==> src/rtl/tst_pkg.sv <==
package tst_pkg;
  typedef enum logic [1:0] {
    TRIG_OFF      = 2'b00,
    TRIG_RX_START = 2'b01,
    TRIG_RX_END   = 2'b10,
    TRIG_TX_END   = 2'b11
  } trig_sel_e;
endpackage

==> src/rtl/tst_cfg_regs.sv <==
module tst_cfg_regs
  import tst_pkg::*;
#(
  parameter int DATA_W   = 8,
  parameter int PRESET_W = 14
) (
  input  logic                clk,
  input  logic                rst_n,
  input  logic                wr_en,
  input  logic                wr_addr,
  input  logic [DATA_W-1:0]   wr_data,
  output trig_sel_e           sel,
  output logic [PRESET_W-1:0] preset
);
  localparam int HI_W = PRESET_W - DATA_W;

  logic [DATA_W-1:0] hi_q, lo_q;

  always_ff @(posedge clk or negedge rst_n) begin
    if (!rst_n) begin
      hi_q <= '0;
      lo_q <= '0;
    end else if (wr_en) begin
      if (wr_addr) lo_q <= wr_data;
      else         hi_q <= wr_data;
    end
  end

  assign sel    = trig_sel_e'(hi_q[DATA_W-1 -: 2]);
  assign preset = {hi_q[HI_W-1:0], lo_q};
endmodule

==> src/rtl/tst_trig_sel.sv <==
module tst_trig_sel
  import tst_pkg::*;
(
  input  trig_sel_e sel,
  input  logic      ev_rx_start,
  input  logic      ev_rx_end,
  input  logic      ev_tx_end,
  output logic      hit
);
  always_comb begin
    unique case (sel)
      TRIG_RX_START: hit = ev_rx_start;
      TRIG_RX_END:   hit = ev_rx_end;
      TRIG_TX_END:   hit = ev_tx_end;
      default:       hit = 1'b0;
    endcase
  end
endmodule

==> src/rtl/tst_countdown.sv <==
module tst_countdown #(
  parameter int PRESET_W = 14
) (
  input  logic                clk,
  input  logic                rst_n,
  input  logic                tick,
  input  logic                load,
  input  logic                abort,
  input  logic [PRESET_W-1:0] preset,
  output logic                busy,
  output logic                expire
);
  localparam logic [PRESET_W-1:0] ONE = PRESET_W'(1);

  logic [PRESET_W-1:0] cnt_q;
  logic                run_q;

  assign expire = run_q && tick && (cnt_q == ONE) && !load && !abort;
  assign busy   = run_q;

  always_ff @(posedge clk or negedge rst_n) begin
    if (!rst_n) begin
      run_q <= 1'b0;
      cnt_q <= '0;
    end else if (abort) begin
      run_q <= 1'b0;
    end else if (load) begin
      run_q <= 1'b1;
      cnt_q <= preset;
    end else if (run_q && tick) begin
      if (cnt_q == ONE) run_q <= 1'b0;
      else              cnt_q <= cnt_q - ONE;
    end
  end
endmodule

==> src/rtl/tx_start_timer.sv <==
module tx_start_timer
  import tst_pkg::*;
#(
  parameter int DATA_W   = 8,
  parameter int PRESET_W = 14
) (
  input  logic              clk,
  input  logic              rst_n,
  input  logic              tick,
  input  logic              wr_en,
  input  logic              wr_addr,
  input  logic [DATA_W-1:0] wr_data,
  input  logic              ev_rx_start,
  input  logic              ev_rx_end,
  input  logic              ev_tx_end,
  input  logic              tx_cmd,
  output logic              tx_start,
  output logic              busy
);
  trig_sel_e           trig_sel;
  logic [PRESET_W-1:0] preset;
  logic                trig_hit;
  logic                direct;
  logic                load;
  logic                expire;

  tst_cfg_regs #(.DATA_W(DATA_W), .PRESET_W(PRESET_W)) u_regs (
    .clk(clk), .rst_n(rst_n), .wr_en(wr_en), .wr_addr(wr_addr),
    .wr_data(wr_data), .sel(trig_sel), .preset(preset)
  );

  tst_trig_sel u_trig (
    .sel(trig_sel), .ev_rx_start(ev_rx_start), .ev_rx_end(ev_rx_end),
    .ev_tx_end(ev_tx_end), .hit(trig_hit)
  );

  assign direct = (trig_sel == TRIG_OFF) || (preset == '0);
  assign load   = trig_hit && !direct && !wr_en;

  tst_countdown #(.PRESET_W(PRESET_W)) u_cnt (
    .clk(clk), .rst_n(rst_n), .tick(tick), .load(load), .abort(wr_en),
    .preset(preset), .busy(busy), .expire(expire)
  );

  always_ff @(posedge clk or negedge rst_n) begin
    if (!rst_n) tx_start <= 1'b0;
    else        tx_start <= expire || (direct && tx_cmd);
  end
endmodule

==> config.mk <==
export PLATFORM = sky130hd
export DESIGN_NAME = tx_start_timer
export DESIGN_NICKNAME = d
export VERILOG_FILES = /design/src/rtl/tst_pkg.sv /design/src/rtl/tst_cfg_regs.sv /design/src/rtl/tst_trig_sel.sv /design/src/rtl/tst_countdown.sv /design/src/rtl/tx_start_timer.sv
export SDC_FILE = /design/constraint.sdc
export NUM_CORES = 1
export LEC_CHECK = 0
export ABC_AREA = 1
export BUFFER_PORTS_ARGS = -buffer_cell sky130_fd_sc_hd__buf_2
export CAP_MARGIN = 20
export CORE_MARGIN = 3
export CORE_UTILIZATION = 53
export DETAILED_ROUTE_END_ITERATION = 10
export GPL_TIMING_DRIVEN = 1
export HOLD_SLACK_MARGIN = 0.08
export PLACE_DENSITY_LB_ADDON = 0.15
export RECOVER_POWER = 25
export SLEW_MARGIN = 20
export SYNTH_ARGS = -nofsm -noshare
export SYNTH_HDL_FRONTEND = slang
export SYNTH_SLANG_ARGS = --single-unit
==> constraint.sdc <==
create_clock -name clk -period 1.4 [get_ports clk]
set_clock_uncertainty 0.1 [all_clocks]
set_input_delay 0.14 -clock clk [delete_from_list [all_inputs] [get_ports clk]]
set_output_delay 0.14 -clock clk [all_outputs]
set_load 0.005 [all_outputs]
==> results.cfg, run 1 <==
[setup_path]
path_cells = buf_4, nor2_4, nand2_2, o21ai_2, nand2_1, nor2_1, nand2_1, o21ai_1, nor2_1
cp_max_fo = 4
critPathKind = reg -> reg
cpMaxStageDelayCell = dfrtp_1
crit_family = simple AND/OR/NAND/NOR gates
worstReg2RegStart = u_cnt.cnt_q[1]$_DFFE_PN0P_
crit_path_end_kind = register
cp-startpoint = u_cnt.cnt_q[1]$_DFFE_PN0P_
start_kind = register
slowest_delay_ps = 410
arrival_ps = 1740
worstPathRequired_ps = 1470
path_buf_inv = 1

[yosys]
synth_area_sq_mm = 0.00196
ys_seq_area_frac = 0.408
yosysMostFrequentCell = nand2_1
synth_top_area_cell = dfrtp_1
synth_edf_count = 0
synth_common_cells = 79 x nand2_1, 32 x dfrtp_1, 31 x inv_1, 31 x nand3_1, 29 x nor2_1
synth-seq-cells = 32
ys.flop_type = dfrtp_1
syn-mean-instance-area_sq_um = 7.33
yosysUniqueCellTypes = 31
synth_top_area_share = 0.408
yosys_warnings = 0
synthCells = 268
synthArstFlopShare = 1.00
syn_nets = 287
synthTopCellsByArea = dfrtp_1 41%, nand2_1 15%, nand3_1 7.9%

[grt]
antenna_found_initial = 0
grt_pass1_wl_um = 8540
grt_util_all_layers = 0.257
grt_max_degree = 33
overflow = 0
grt_pass1_vias = 1882

[clock_network]
clk_path_buf_depth = 2
clkLatencyLatePin_ps = 280
numCtsBuffers = 5
clk_pin_slew_ps = 70
cts_root_buffer = clkbuf_8
h-tree-depth = 2
cts_sinks = 32
cts_tree = done

[sta]
finalMaxSlewViolations = 0
rsz0062_at_grt = yes
final.min_clock_period_ps = 1670
hold_viol = 0
setup_violations = 16
fmax_mhz = 599
worst_slack_ps = -270
slew_headroom = 0.454
fin_crit_sh = 1.19
worst_slew_pin_slew_ps = 818

[power_and_ir_drop]
worst_ir_drop_vdd_v = 0.000957
power.leakage_nw = 1.47
power_density_mw_per_mm2 = 1620

[status]
violations = negative setup slack
status = finished with violations

[floorplanning]
initial_core_util = 0.570
rows = 21
pin_count = 19
die_width_um = 66.9
die_area_sq_mm = 0.00447
core_area_sq_mm = 0.00344
die_y_um = 66.9

[hold_path]
min_path_type = in -> reg
hold_start = wr_en

[cells_and_area]
area_growth_pct = 46.8
filler_cell_count = 211
drive_gt1_frac = 0.393
final_nets = 367
utilization = 0.838
num_antenna_cells = 0

[route]
vias = 2040
drc = 0
detail_route.wirelength_um = 5830
via_per_inst = 5.16
wl_per_cell_um = 14.7
ant_nets = 0
drt_iter0_markers = 236
firstDrtPassIters = 5

[place]
place_congestion = 0.876
dp_hpwl_um = 3320
port_buffers = 18
place_ws_ps = -149

[run]
drv_cap = 0
[placed cells by master (no fill, tap or decap), types with 2 or more instances in the layout]
| master | count |
|---|---|
| o21ai_0 | 16 |
| nand2_1 | 77 |
| buf_4 | 44 |
| nor2_1 | 18 |
| nand3_1 | 20 |
| dlygate4sd3_1 | 10 |
| nor2_4 | 10 |
| dfrtp_1 | 31 |
| or2_2 | 4 |
| inv_1 | 29 |
| clkbuf_8 | 5 |
| nand2_4 | 5 |
| buf_6 | 4 |
| inv_2 | 5 |
| buf_2 | 18 |
| nand2_2 | 5 |
| nor2_2 | 7 |
| o21ai_1 | 3 |
| nand3_4 | 2 |
| nand3_2 | 13 |
[per-stage QoR]
stage	total power, mW	cell area [sq um]	std cells	hold WS (ps)	TNS (ps)
final	4.68	2880	395	126	-2060
after global routing	4.99	2880	395	133	-3450
after detailed placement	3.20	2390	366	86.5	-1490
after global placement	3.15	2390	366	82.6	-909
after CTS	4.30	2730	392	93.7	-1140
after floorplan	2.39	1970	268	-256	-226
[logic make-up (layout without fill, tap and decap cells)]
logic type / after synthesis / in the layout / synth area share
compound gates: 21 / 21 / 0.0574
xor+xnor: 2 / 2 / 0.00892
simple gates: 170 / 170 / 0.424
buf+inv: 41 / 122 / 0.0892
flops: 32 / 32 / 0.408
fa+ha+maj: 2 / 2 / 0.0127
[routing by layer]
metal  global-route usage  up-vias  wire, um
li1                     -     1008         -
met1                0.325      933      2290
met2                0.426       77      2990
met3               0.0556       22       264
met4               0.0962        0       274
met5                    0        -         0
[worst paths after layout]
check | end | depth (start not counted) | slack [ps]
worst min-delay path | u_cnt.busy$_DFFE_PN0P_ | 4 | 130
max in group asynchronous | u_cnt.cnt_q[0]$_DFFE_PN0P_ | 3 | 150
worst max register to register | u_cnt.cnt_q[5]$_DFFE_PN0P_ | 9 | -270
min in group asynchronous | u_cnt.cnt_q[7]$_DFFE_PN0P_ | 3 | 470
worst max-delay path | u_cnt.cnt_q[5]$_DFFE_PN0P_ | 9 | -270
worst min register to register | u_regs.lo_q[1]$_DFFE_PN0P_ | 2 | 410
[where the power goes]
group	switching (mW)	internal (mW)
Sequential	0.261	1.19
Clock	0.349	0.528
Combinational	1.26	1.09
Total	1.87	2.81
[worst min-delay path, stage by stage]
cell     delay [ps]
buf_2           130
inv_2            90
nand2_1          70
o21ai_1          50
[registers in the layout, indices dropped and copies added, names as in the netlist]
name / flops
tx_start: 1
u_regs.hi_q: 8
u_cnt.cnt_q: 14
u_regs.lo_q: 8
u_cnt.busy: 1
[cell type report]
class	count	area, sq um	share of cell area
multi-input combinational	195	1160	0.403
sequential	32	802	0.278
timing repair buffer	79	616	0.214
inverter	35	139	0.0482
clock buffer	6	72.6	0.0252
tap	46	57.6	0.0200
clock inverter	2	35.0	0.0122
[timing repair]
| item | CTS | global route |
|---|---|---|
| endpoints found under the hold margin | 49 | 0 |
| resized for setup | 18 | 30 |
| cloned | 0 | 1 |
| setup endpoints to repair | 15 | 16 |
| hold buffers | 10 | 0 |
| buffers inserted | 8 | 3 |
| pin swaps | 9 | 15 |
No activity file was read; power rests on OpenSTA's default activity.
==> run 2: changes to the inputs <==
==> constraint.sdc (replaced) <==
create_clock -name clk -period 1.4 [get_ports clk]
set_clock_uncertainty 0.1 [all_clocks]
set_input_delay 0 -clock clk [delete_from_list [all_inputs] [get_ports clk]]
set_output_delay 0 -clock clk [all_outputs]
set_load 0.005 [all_outputs]
==> results.cfg, run 2 (synthesis results as in run 1) <==
[status]
status = finished with violations
violations = negative setup slack

[sta]
worst_slack_ps = -287
hold_viol = 0
setup_violations = 16
worst_slew_pin_slew_ps = 805
slew_headroom = 0.463
finalMaxSlewViolations = 0
fin_crit_sh = 1.21
rsz0062_at_grt = yes
final.min_clock_period_ps = 1690
holdWs_ps = 194
fmax_mhz = 593

[setup_path]
reg2reg_slack_ps = -290
worstReg2RegStart = u_cnt.cnt_q[1]$_DFFE_PN0P_
crit_path_end_kind = register
arrival_ps = 1760
critPathKind = reg -> reg
cp_max_fo = 2
reg2regPathDepth = 10
timing.rr.end = u_cnt.cnt_q[3]$_DFFE_PN0P_
worstPathRequired_ps = 1480
start_kind = register

[clock_network]
cts_tree = done
numCtsBuffers = 5
clk_path_buf_depth = 2
h-tree-depth = 2
clkLatencyLatePin_ps = 290
cts_root_buffer = clkbuf_8
cts_sinks = 32
clk_pin_slew_ps = 70

[route]
drc = 0
drt_iter0_markers = 292
vias = 2245
detail_route.wirelength_um = 7110
wl_per_cell_um = 17.6
via_per_inst = 5.57
ant_nets = 0
firstDrtPassIters = 6

[grt]
grt_pass1_vias = 1908
grt_max_degree = 33
grt_util_all_layers = 0.264
grt_pass1_wl_um = 8630
antenna_found_initial = 0
overflow = 0

[floorplanning]
die_y_um = 66.9
pin_count = 19
die_width_um = 66.9
core_area_sq_mm = 0.00344
initial_core_util = 0.570
die_area_sq_mm = 0.00447
rows = 21

[cells_and_area]
filler_cell_count = 162
drive_gt1_frac = 0.434
mostFrequentLayoutCells = 71 x nand2_1, 43 x buf_4, 31 x dfrtp_1
final_nets = 375
area_growth_pct = 55.8
top_regs = u_cnt.cnt_q: 14 flops, u_regs.hi_q: 8 flops, u_regs.lo_q: 8 flops
num_antenna_cells = 0
layout_commonest_cell = nand2_1
regMostFlops = u_cnt.cnt_q
largest_reg_flops = 14

[place]
dp_hpwl_um = 3400
place_ws_ps = -166
place_congestion = 0.875
port_buffers = 18

[hold_path]
hold_start = wr_en
min_path_type = in -> reg
holdPathStages = 5
hold_end = u_cnt.busy$_DFFE_PN0P_

[run]
drv_cap = 0

[power_and_ir_drop]
power_density_mw_per_mm2 = 1610
power.leakage_nw = 1.57
worst_ir_drop_vdd_v = 0.00102
==> run 2: through the flow <==
stage                     power, mW   util  TNS [ps]  cells  cell area, sq um
after global placement         3.15  0.696      -961    366              2390
after floorplan                2.39      -      -226    268              1970
after CTS                      4.24  0.795     -1450    394              2740
after global routing           5.17  0.889     -4010    403              3060
final                          4.93  0.889     -2710    403              3060
after detailed placement       3.21  0.696     -1440    366              2390
==> run 2: area by class of cell <==
class / instances / area (sq um) / area share
clock inverters: 2 / 35.0 / 0.0115
multi-input cells: 197 / 1260 / 0.412
repair buffers: 84 / 686 / 0.224
clock buffers: 6 / 72.6 / 0.0237
inverters: 35 / 139 / 0.0454
repair inverters: 1 / 6.26 / 0.00204
flip-flops and latches: 32 / 802 / 0.262
well taps: 46 / 57.6 / 0.0188
==> run 2: repair_timing <==
item	CTS	global route
hold buffers	12	1
gates cloned	3	3
endpoints found under the setup margin	16	16
buffers inserted	5	5
pin swaps	10	9
resized for setup	11	58
hold endpoints to repair	50	2
==> run 2: worst max-delay path by stage <==
stage | startpoint | end | slack (ps) | cells after the start
floorplan | u_cnt.cnt_q[1]$_DFFE_PN0P_ | u_cnt.cnt_q[6]$_DFFE_PN0P_ | -50 | 11
global route | u_cnt.cnt_q[1]$_DFFE_PN0P_ | u_cnt.cnt_q[3]$_DFFE_PN0P_ | -330 | 10
detailed placement | u_cnt.cnt_q[1]$_DFFE_PN0P_ | u_cnt.cnt_q[9]$_DFFE_PN0P_ | -170 | 11
global placement | u_cnt.cnt_q[5]$_DFFE_PN0P_ | u_cnt.cnt_q[9]$_DFFE_PN0P_ | -110 | 10
finish | u_cnt.cnt_q[1]$_DFFE_PN0P_ | u_cnt.cnt_q[3]$_DFFE_PN0P_ | -290 | 10
CTS | u_cnt.cnt_q[4]$_DFFE_PN0P_ | u_cnt.cnt_q[9]$_DFFE_PN0P_ | -120 | 10
==> run 2: metal layers <==
metal | share of wire | wire (um) | vias to the layer above | track usage
met2 | 0.50 | 3540 | 131 | 0.452
li1 | - | - | 1020 | -
met3 | 0.071 | 505 | 44 | 0.0675
met4 | 0.063 | 450 | 0 | 0.122
met1 | 0.37 | 2620 | 1050 | 0.306
met5 | 0 | 0 | - | 0
==> run 2: power by group <==
group	leakage [nW]	switching, mW	internal, mW	total, mW
Sequential	0.391	0.266	1.19	1.46
Combinational	1.13	1.45	1.15	2.60
Clock	0.0552	0.351	0.528	0.879
Total	1.57	2.07	2.86	4.93
==> run 2: worst max-delay path, cell delays in order, from the launching register on <==
cell and delay (ps):
dfrtp_1 410, buf_4 160, nor2_4 140, buf_6 130, buf_4 110, nand2_1 50
nand3b_1 170, nand2_1 100, nand3_2 80, nand2_1 70, inv_1 50
==> run 3: changes to the inputs <==
--- a/config.mk
+++ b/config.mk
@@ -13,8 +13,7 @@
 export DETAILED_ROUTE_END_ITERATION = 10
 export GPL_TIMING_DRIVEN = 1
 export HOLD_SLACK_MARGIN = 0.08
-export PLACE_DENSITY_LB_ADDON = 0.15
-export RECOVER_POWER = 25
+export PLACE_DENSITY = 0.72
 export SLEW_MARGIN = 20
 export SYNTH_ARGS = -nofsm -noshare
 export SYNTH_HDL_FRONTEND = slang
==> results.cfg, run 3 (synthesis results as in run 1) <==
[cells_and_area]
utilization = 0.827
mostFrequentLayoutCells = 76 x nand2_1, 50 x buf_4, 31 x dfrtp_1
final_cells = 402
final_nets = 375
regMostFlops = u_cnt.cnt_q
fin_area_sq_mm = 0.00285
largest_reg_flops = 14
filler_cell_count = 210
drive_gt1_frac = 0.385
num_antenna_cells = 0
area_growth_pct = 45.0
layout_commonest_cell = nand2_1
top_regs = u_cnt.cnt_q: 14 flops, u_regs.hi_q: 8 flops, u_regs.lo_q: 8 flops

[route]
ant_nets = 0
detail_route.wirelength_um = 5660
wl_per_cell_um = 14.1
drc = 0
vias = 2092
drt_iter0_markers = 149
via_per_inst = 5.20
firstDrtPassIters = 4

[power_and_ir_drop]
power_mw = 4.27
power_density_mw_per_mm2 = 1500
worst_ir_drop_vdd_v = 0.000805
power.leakage_nw = 1.48

[floorplanning]
pin_count = 19
die_area_sq_mm = 0.00447
rows = 21
core_area_sq_mm = 0.00344
initial_core_util = 0.570
die_y_um = 66.9
die_width_um = 66.9

[setup_path]
critPathKind = reg -> reg
crit_path_end_kind = register
start_kind = register
worstPathRequired_ps = 1480
cp_max_fo = 6
arrival_ps = 1700

[grt]
grt_max_degree = 33
grt_util_all_layers = 0.253
antenna_found_initial = 0
grt_pass1_vias = 1970
overflow = 0
grt_pass1_wl_um = 8400

[sta]
hold_viol = 0
slew_headroom = 0.677
setup_violations = 16
fmax_mhz = 619
rsz0062_at_grt = yes
final.min_clock_period_ps = 1610
worst_slew_pin_slew_ps = 484
fin_crit_sh = 1.15
finalMaxSlewViolations = 0
worst_slack_ps = -214

[place]
port_buffers = 18
place_congestion = 0.875
dp_hpwl_um = 3400
post-place-cells = 369
dpl_cell_area_sq_mm = 0.00242

[clock_network]
clk_path_buf_depth = 2
cts_root_buffer = clkbuf_8
clkLatencyLatePin_ps = 290
clk_pin_slew_ps = 70
h-tree-depth = 2
numCtsBuffers = 5
cts_tree = done
cts_sinks = 32

[run]
drv_cap = 0

[hold_path]
min_path_type = in -> reg

[status]
status = finished with violations
violations = negative setup slack
[run 3: critical path: stages, from the launching register on]
cell	delay [ps]
dfrtp_1	410
nor2_4	210
nand2_4	80
nor2_4	150
nand2_4	110
nand2_8	140
inv_8	50
nand2_2	60
nand3_2	70
nand2_1	80
inv_1	50
[run 3: power by group]
group          switching [mW]  internal, mW
clock network           0.325         0.337
registers               0.233          1.19
logic                    1.16          1.03
total                    1.71          2.56
[run 3: per-layer routing]
| layer | vias up | GRT usage | part of all wire |
|---|---|---|---|
| met3 | 30 | 0.0590 | 0.046 |
| met1 | 963 | 0.300 | 0.40 |
| met5 | - | 0 | 0 |
| met4 | 0 | 0.142 | 0.043 |
| met2 | 82 | 0.417 | 0.52 |
| li1 | 1017 | - | - |
[run 3: repair_timing]
action / in CTS / in global routing
gates resized for setup: 7 / 25
setup buffers: 6 / 5
setup endpoints to repair: 15 / 16
cloned: 2 / 1
hold buffers: 12 / 0
hold endpoints to repair: 50 / 0
pin swaps: 5 / 15
[run 3: path summary, 6_finish.rpt]
check | cells past startpoint | endpoint | from | slack, ps
worst max register to register | 10 | u_cnt.cnt_q[9]$_DFFE_PN0P_ | u_cnt.cnt_q[4]$_DFFE_PN0P_ | -210
worst max-delay path | 10 | u_cnt.cnt_q[9]$_DFFE_PN0P_ | u_cnt.cnt_q[4]$_DFFE_PN0P_ | -210
worst min-delay path | 5 | u_cnt.cnt_q[2]$_DFFE_PN0P_ | wr_en | 100
min in group asynchronous | 3 | u_cnt.cnt_q[7]$_DFFE_PN0P_ | rst_n | 160
max in group asynchronous | 3 | u_cnt.cnt_q[0]$_DFFE_PN0P_ | rst_n | 720
worst min register to register | 2 | u_regs.lo_q[1]$_DFFE_PN0P_ | u_regs.lo_q[1]$_DFFE_PN0P_ | 410
[run 3: final cells by class]
type                       instances  area [sq um]  share of cell area
timing repair buffer              85           664               0.233
timing repair inverter             1          6.26             0.00220
clock buffer                       6          72.6              0.0255
clock inverter                     1          5.00             0.00176
inverter                          35           139              0.0488
sequential                        32           802               0.282
multi-input combinational        196          1100               0.386
tap                               46          57.6              0.0202
[run 3: metrics by stage]
step	setup TNS (ps)	setup slack [ps]	hold slack, ps
2_1_floorplan	-226	-46.0	-396
3_3_place_gp	-1050	-120	-56.6
3_5_place_dp	-1480	-149	-49.1
4_1_cts	-1520	-124	92.1
5_1_grt	-3650	-310	108
6_report	-2470	-214	99.5
